### config.mk
export PLATFORM = sky130hd
export DESIGN_NAME = tslot_frame_tx
export DESIGN_NICKNAME = d
export VERILOG_FILES = /design/src/rtl/tslot_pkg.sv /design/src/rtl/tslot_period_timer.sv /design/src/rtl/tslot_tap_seq.sv /design/src/rtl/tslot_frame_packer.sv /design/src/rtl/tslot_frame_tx.sv
export SDC_FILE = /design/constraint.sdc
export NUM_CORES = 1
export LEC_CHECK = 0
export ABC_AREA = 0
export BUFFER_PORTS_ARGS = -buffer_cell sky130_fd_sc_hd__buf_2
export CORE_AREA = 2 2 114 116
export DETAILED_ROUTE_END_ITERATION = 8
export DIE_AREA = 0 0 116 118
export PLACE_DENSITY = 0.75
export SLEW_MARGIN = 15
export SYNTH_ARGS = -nofsm -noshare
export SYNTH_HDL_FRONTEND = slang
export SYNTH_SLANG_ARGS = --single-unit
### constraint.sdc
create_clock -name clk -period 3.2 [get_ports clk]
set_input_delay 0.32 -clock clk [delete_from_list [all_inputs] [get_ports clk]]
set_output_delay 0.32 -clock clk [all_outputs]
set_load 0.03 [all_outputs]
### src/rtl/tslot_pkg.sv
package tslot_pkg;

    localparam int TAP_W   = 5;
    localparam int BYTE_W  = 8;
    localparam int SYM_N   = 4;
    localparam int TAG_W   = 2;
    localparam int PAY_W   = BYTE_W - TAG_W;
    localparam int FLAT_W  = SYM_N * PAY_W;

    typedef enum logic [1:0] {
        ST_WAIT,
        ST_TAKE0,
        ST_TAKE1,
        ST_SEND
    } tx_state_e;

    typedef enum logic [1:0] {
        OWN_NONE,
        OWN_A,
        OWN_B
    } owner_e;

    typedef struct packed {
        logic [TAP_W-1:0] tap;
        logic             chan;
        logic [1:0]       token;
    } hdr_t;

endpackage

### src/rtl/tslot_period_timer.sv
module tslot_period_timer #(
    parameter int PERIOD = 1000
) (
    input  logic clk,
    input  logic rst_n,
    output logic tick
);
    localparam int CNT_W = (PERIOD > 1) ? $clog2(PERIOD) : 1;
    localparam logic [CNT_W-1:0] LAST = CNT_W'(PERIOD - 1);

    logic [CNT_W-1:0] cnt;

    always_ff @(posedge clk) begin
        if (!rst_n)          cnt <= '0;
        else if (cnt == LAST) cnt <= '0;
        else                 cnt <= cnt + 1'b1;
    end

    assign tick = (cnt == LAST);
endmodule

### src/rtl/tslot_tap_seq.sv
module tslot_tap_seq #(
    parameter int TAP_W = 5
) (
    input  logic             clk,
    input  logic             rst_n,
    input  logic             advance,
    input  logic             clr_req,
    output logic [TAP_W-1:0] tap
);
    localparam logic [TAP_W-1:0] FIRST = TAP_W'(1);
    localparam logic [TAP_W-1:0] LAST  = {TAP_W{1'b1}};

    logic [TAP_W-1:0] ptr;
    logic             clr_pend;

    always_ff @(posedge clk) begin
        if (!rst_n) begin
            ptr      <= FIRST;
            clr_pend <= 1'b0;
        end else begin
            clr_pend <= (clr_pend && !advance) || clr_req;
            if (advance && !clr_pend)
                ptr <= (ptr == LAST) ? FIRST : ptr + 1'b1;
        end
    end

    assign tap = clr_pend ? '0 : ptr;
endmodule

### src/rtl/tslot_frame_packer.sv
module tslot_frame_packer
    import tslot_pkg::*;
(
    input  hdr_t                        hdr,
    input  logic [BYTE_W-1:0]           d0,
    input  logic [BYTE_W-1:0]           d1,
    output logic [SYM_N-1:0][BYTE_W-1:0] word
);
    logic [FLAT_W-1:0] flat;

    assign flat = {d1, d0, hdr};

    for (genvar k = 0; k < SYM_N; k++) begin : g_sym
        assign word[k] = {flat[k*PAY_W +: PAY_W], TAG_W'(k)};
    end
endmodule

### src/rtl/tslot_frame_tx.sv
module tslot_frame_tx
    import tslot_pkg::*;
#(
    parameter int PERIOD  = 1000,
    parameter int NUM_POS = 32
) (
    input  logic                    clk,
    input  logic                    rst_n,
    input  logic                    a_valid,
    input  logic [7:0]              a_data,
    input  logic                    a_last,
    output logic                    a_ready,
    input  logic                    b_valid,
    input  logic [7:0]              b_data,
    input  logic                    b_last,
    output logic                    b_ready,
    input  logic                    clr_req,
    input  logic [NUM_POS*8-1:0]    credit_in,
    output logic                    tx_valid,
    output logic [7:0]              tx_data,
    input  logic                    tx_ready
);
    localparam int IDX_W = $clog2(SYM_N);

    tx_state_e         state, state_n;
    owner_e            owner;
    logic              eop_pend, eop_ch;
    logic              tick, tick_pend;
    logic              sel_b, take;
    logic              cur_last;
    logic [7:0]        cur_data;
    logic [TAP_W-1:0]  tap_cur;
    logic [7:0]        credit_cur;
    logic [IDX_W-1:0]  byte_idx;
    logic              more_q;
    hdr_t              hdr_q;
    logic [7:0]        d0_q, d1_q;
    logic [SYM_N-1:0][7:0] word;

    tslot_period_timer #(.PERIOD(PERIOD)) i_timer (
        .clk   (clk),
        .rst_n (rst_n),
        .tick  (tick)
    );

    tslot_tap_seq #(.TAP_W(TAP_W)) i_tap (
        .clk     (clk),
        .rst_n   (rst_n),
        .advance (state == ST_TAKE0),
        .clr_req (clr_req),
        .tap     (tap_cur)
    );

    tslot_frame_packer i_pack (
        .hdr  (hdr_q),
        .d0   (d0_q),
        .d1   (d1_q),
        .word (word)
    );

    assign credit_cur = credit_in[{tap_cur, 3'b000} +: 8];
    assign cur_data   = sel_b ? b_data : a_data;
    assign cur_last   = sel_b ? b_last : a_last;

    // channel choice and byte acceptance
    always_comb begin
        sel_b = 1'b0;
        take  = 1'b0;
        if (state == ST_TAKE0) begin
            if (eop_pend) begin
                sel_b = eop_ch;
            end else begin
                unique case (owner)
                    OWN_A: begin
                        sel_b = !a_valid;
                        take  = a_valid;
                    end
                    OWN_B: begin
                        sel_b = b_valid;
                        take  = b_valid;
                    end
                    default: begin
                        if (a_valid) begin
                            take = 1'b1;
                        end else if (b_valid) begin
                            sel_b = 1'b1;
                            take  = 1'b1;
                        end
                    end
                endcase
            end
        end else if (state == ST_TAKE1) begin
            sel_b = hdr_q.chan;
            take  = more_q && (hdr_q.chan ? b_valid : a_valid);
        end
    end

    // next state
    always_comb begin
        state_n = state;
        unique case (state)
            ST_WAIT:  if (tick || tick_pend) state_n = ST_TAKE0;
            ST_TAKE0: state_n = ST_TAKE1;
            ST_TAKE1: state_n = ST_SEND;
            ST_SEND:  if (tx_ready && byte_idx == IDX_W'(SYM_N - 1)) state_n = ST_WAIT;
            default:  state_n = ST_WAIT;
        endcase
    end

    // state register
    always_ff @(posedge clk) begin
        if (!rst_n) state <= ST_WAIT;
        else        state <= state_n;
    end

    // frame assembly registers
    always_ff @(posedge clk) begin
        if (!rst_n) begin
            owner     <= OWN_NONE;
            eop_pend  <= 1'b0;
            eop_ch    <= 1'b0;
            tick_pend <= 1'b0;
            more_q    <= 1'b0;
            byte_idx  <= '0;
            hdr_q     <= '0;
            d0_q      <= '0;
            d1_q      <= '0;
        end else begin
            if (state == ST_WAIT)  tick_pend <= 1'b0;
            else if (tick)         tick_pend <= 1'b1;

            unique case (state)
                ST_TAKE0: begin
                    hdr_q.chan  <= sel_b;
                    hdr_q.tap   <= tap_cur;
                    hdr_q.token <= 2'd0;
                    d0_q        <= '0;
                    d1_q        <= credit_cur;
                    more_q      <= 1'b0;
                    if (take) begin
                        hdr_q.token <= 2'd1;
                        d0_q        <= cur_data;
                        if (cur_last) begin
                            eop_pend <= 1'b1;
                            eop_ch   <= sel_b;
                            owner    <= OWN_NONE;
                        end else begin
                            owner  <= sel_b ? OWN_B : OWN_A;
                            more_q <= 1'b1;
                        end
                    end else if (eop_pend) begin
                        eop_pend <= 1'b0;
                    end
                end
                ST_TAKE1: begin
                    if (take) begin
                        hdr_q.token <= 2'd2;
                        d1_q        <= cur_data;
                        if (cur_last) begin
                            eop_pend <= 1'b1;
                            eop_ch   <= sel_b;
                            owner    <= OWN_NONE;
                        end
                    end
                end
                ST_SEND: begin
                    if (tx_ready) byte_idx <= byte_idx + 1'b1;
                end
                default: ;
            endcase
        end
    end

    // outputs
    always_comb begin
        a_ready  = take && !sel_b;
        b_ready  = take && sel_b;
        tx_valid = (state == ST_SEND);
        tx_data  = word[byte_idx];
    end
endmodule

==> results.yml <==
clocking:
  post_cts_hold_buffer_count: 0
  numCtsBuffers: 5
  clkTransAtPathRegs_ps: 70
  postCtsSetupRepairBufs: 0
  h-tree-depth: 2
  cts.repair.resized: 0
  worst_skew_pair.late_latency_ps: 300
  clock_tree.root_cell: "clkbuf_16"
  cts_tree: "yes"
  cts_max_path_buffers: 2
  cts_num_sinks: 50
sta:
  slew_violations: 0
  timing.hold.ws_ps: 269
  total_neg_setup_slack_ps: 0
  finalWorstPathRequiredPeriod_ps: 2630
  timing.max_slew.rel_slack: 0.375
  timing_worst_slew_pin_value_ps: 936
  setup_viol: 0
  final-hold-violation-count: 0
  timing.fmax_mhz: 380
  finClkSkew_ps: 6.12
  rsz0062_at_grt: "false"
  post-route-period-util: 0.822
finish:
  num-nets-final: 1113
  commonest_non_fill_non_tap_cell_in_the_layout: "buf_2"
  most-common-layout-cells: "buf_2 (290), dfxtp_1 (48), mux2i_1 (44)"
  final.fill_count: 1239
  register_area_sq_um: 1010
  syn_to_final_growth_pct: 33.4
  multi_input_area_sq_um: 3670
  post_route_cells_drive_above_1_share: 0.437
worst_hold_path:
  hold_class: "input pin to flop"
  hp-start: "clr_req"
die:
  die_width_microns: 116
  floorplan.die_area_sq_um: 13700
  starting_utilization_of_the_core_area: 0.402
  die_h_microns: 118
  floorplan.rows: 41
  io_pins: 291
  core_area_sq_um: 12400
grt:
  grt_antenna_before_repair: 8
  first_pass_grt_wire_length_microns: 31900
  grt_start_max_net_pins: 49
  first_global_vias: 5793
  grt_overflow: 0
  gr_util_all_layers: 0.304
synthesis:
  number_of_enable_type_register_cells_in_the_synthesized_netlist: 0
  synth_cells: 567
  synth_area_per_cell_sq_um: 8.81
  yosysWarnings: 0
  synthFlopType: "dfxtp_1"
  synth.net_count: 857
  netlist_area_sq_um: 5000
  number_of_different_library_cells_in_the_post_synthesis_netlist: 67
  postSynthRegisterBits: 50
  synth_seq_area_share: 0.200
  synth-async-reset-ratio: 0
pwr:
  p_leak_nw: 2.81
  power-per-cell-area_nw_per_um2: 381
  ir_drop_worst_case_vdd_mv: 0.215
routing:
  drt-vias-per-instance: 5.83
  routedWlPerCell_microns: 21.3
  drt-pass1-iter-count: 5
  ant_nets: 0
  drc: 0
  drt_iter0_markers: 581
  num_vias: 5846
  routed_wirelength_microns: 21400
worst_setup_path:
  kind_of_critical_path: "flop to primary output"
  cp_data_arrival_time_ps: 2310
  worst_setup_path_startpoint: "owner[0]"
  crit_path_end_kind: "primary output"
  worst-endpoint-required_ps: 2880
  cp-start-kind: "flop"
  regToRegStartpoint: "owner[1]"
  crit_fanout: 12
place:
  routabilityCongestion: 0.942
  dpl.hpwl_microns: 17600
  io_port_bufs: 290
status:
  status: "finished, final reports clean"
run:
  drv_cap: 0
-- stage by stage --
step	total power (W)	utilization	setup slack [ps]	cell area (sq um)	std cells
after global routing	0.00266	0.535	392	6650	997
after detailed placement	0.00189	0.521	679	6470	988
after global placement	0.00188	0.521	765	6470	988
after floorplan	0.00149	-	877	5000	567
final	0.00254	0.537	571	6660	1003
after CTS	0.00251	0.535	575	6650	996
-- final timing paths --
path	to	slack [ps]	cells past startpoint
max	b_ready	570	7
min reg2reg	i_timer.cnt[0]	480	1
max reg2reg	d1_q[0]	610	8
min	i_tap.clr_pend	270	3
-- routing by layer --
metal / vias up / track usage / wire length (microns)
met5: - / 0 / 26
met4: 4 / 0.0513 / 328
met3: 27 / 0.0700 / 2410
met2: 331 / 0.486 / 10000
met1: 2764 / 0.423 / 8600
li1: 2720 / - / -
-- kinds of logic (layout without fill, tap and decap cells) --
kind of cell	after synthesis	in the layout	synth area share
other	0	7	0
buffers and inverters	64	321	0.0659
XOR/XNOR	9	9	0.0158
AND/OR/NAND/NOR	168	168	0.175
adder cells (fa/ha/maj)	10	10	0.0250
AO/OA/AOI/OAI	175	175	0.255
flip-flops	50	50	0.200
multiplexers	91	91	0.262
-- flip-flops by register name, indices dropped and copies added (netlist names) --
register        count
hdr_q               8
owner               2
tick_pend           1
i_tap.clr_pend      1
eop_pend            1
byte_idx            2
state               2
d1_q                8
d0_q                8
more_q              1
eop_ch              1
i_tap.ptr           5
i_timer.cnt        10
-- power by group --
| part | internal [W] | total [W] | leakage (nW) | switching, W |
|---|---|---|---|---|
| Clock | 0.000375 | 0.000634 | 0.0820 | 0.000259 |
| Combinational | 0.000513 | 0.00111 | 2.32 | 0.000599 |
| Sequential | 0.000704 | 0.000792 | 0.405 | 0.0000882 |
-- synth_stat cells, types with 6 or more instances --
| cell | number | share of area |
|---|---|---|
| nor4b_1 | 6 | 0.011 |
| buf_2 | 17 | 0.017 |
| o21ai_1 | 13 | 0.013 |
| nor2b_1 | 20 | 0.025 |
| nor2_1 | 39 | 0.029 |
| dfxtp_1 | 50 | 0.20 |
| ha_1 | 10 | 0.025 |
| nand3_1 | 17 | 0.017 |
| nand2_1 | 40 | 0.030 |
| a22oi_1 | 7 | 0.011 |
| nand2b_1 | 8 | 0.010 |
| inv_1 | 13 | 0.0098 |
| a21boi_1 | 6 | 0.0090 |
| mux2i_1 | 44 | 0.088 |
| a21oi_1 | 34 | 0.034 |
| o2bb2ai_1 | 8 | 0.014 |
| a221o_1 | 7 | 0.014 |
| and2_1 | 13 | 0.016 |
| buf_6 | 7 | 0.016 |
| a221oi_1 | 13 | 0.023 |
| o2111a_1 | 6 | 0.014 |
| o221ai_1 | 7 | 0.012 |
| a211oi_1 | 7 | 0.011 |
| mux2_2 | 13 | 0.029 |
| mux4_2 | 30 | 0.14 |
| o21ai_0 | 25 | 0.025 |
| clkbuf_1 | 20 | 0.015 |
| o22ai_1 | 9 | 0.011 |
| o311a_1 | 6 | 0.012 |
-- critical path, stage by stage (launching register included) --
cell and delay, ps:
dfxtp_1 340, inv_1 60, ha_1 330, mux2_4 330, a221oi_4 370, a21oi_4 210
nor2b_1 180, buf_2 190
-- final cells by class --
cell class / instances / area share
Antenna cell: 7 / 0.00263
Clock buffer: 5 / 0.0188
Clock inverter: 3 / 0.00732
Inverter: 14 / 0.00789
Multi-Input combinational cell: 453 / 0.550
Sequential cell: 50 / 0.151
Tap cell: 172 / 0.0323
Timing Repair Buffer: 299 / 0.230
No activity file was read; power rests on OpenSTA's default activity.
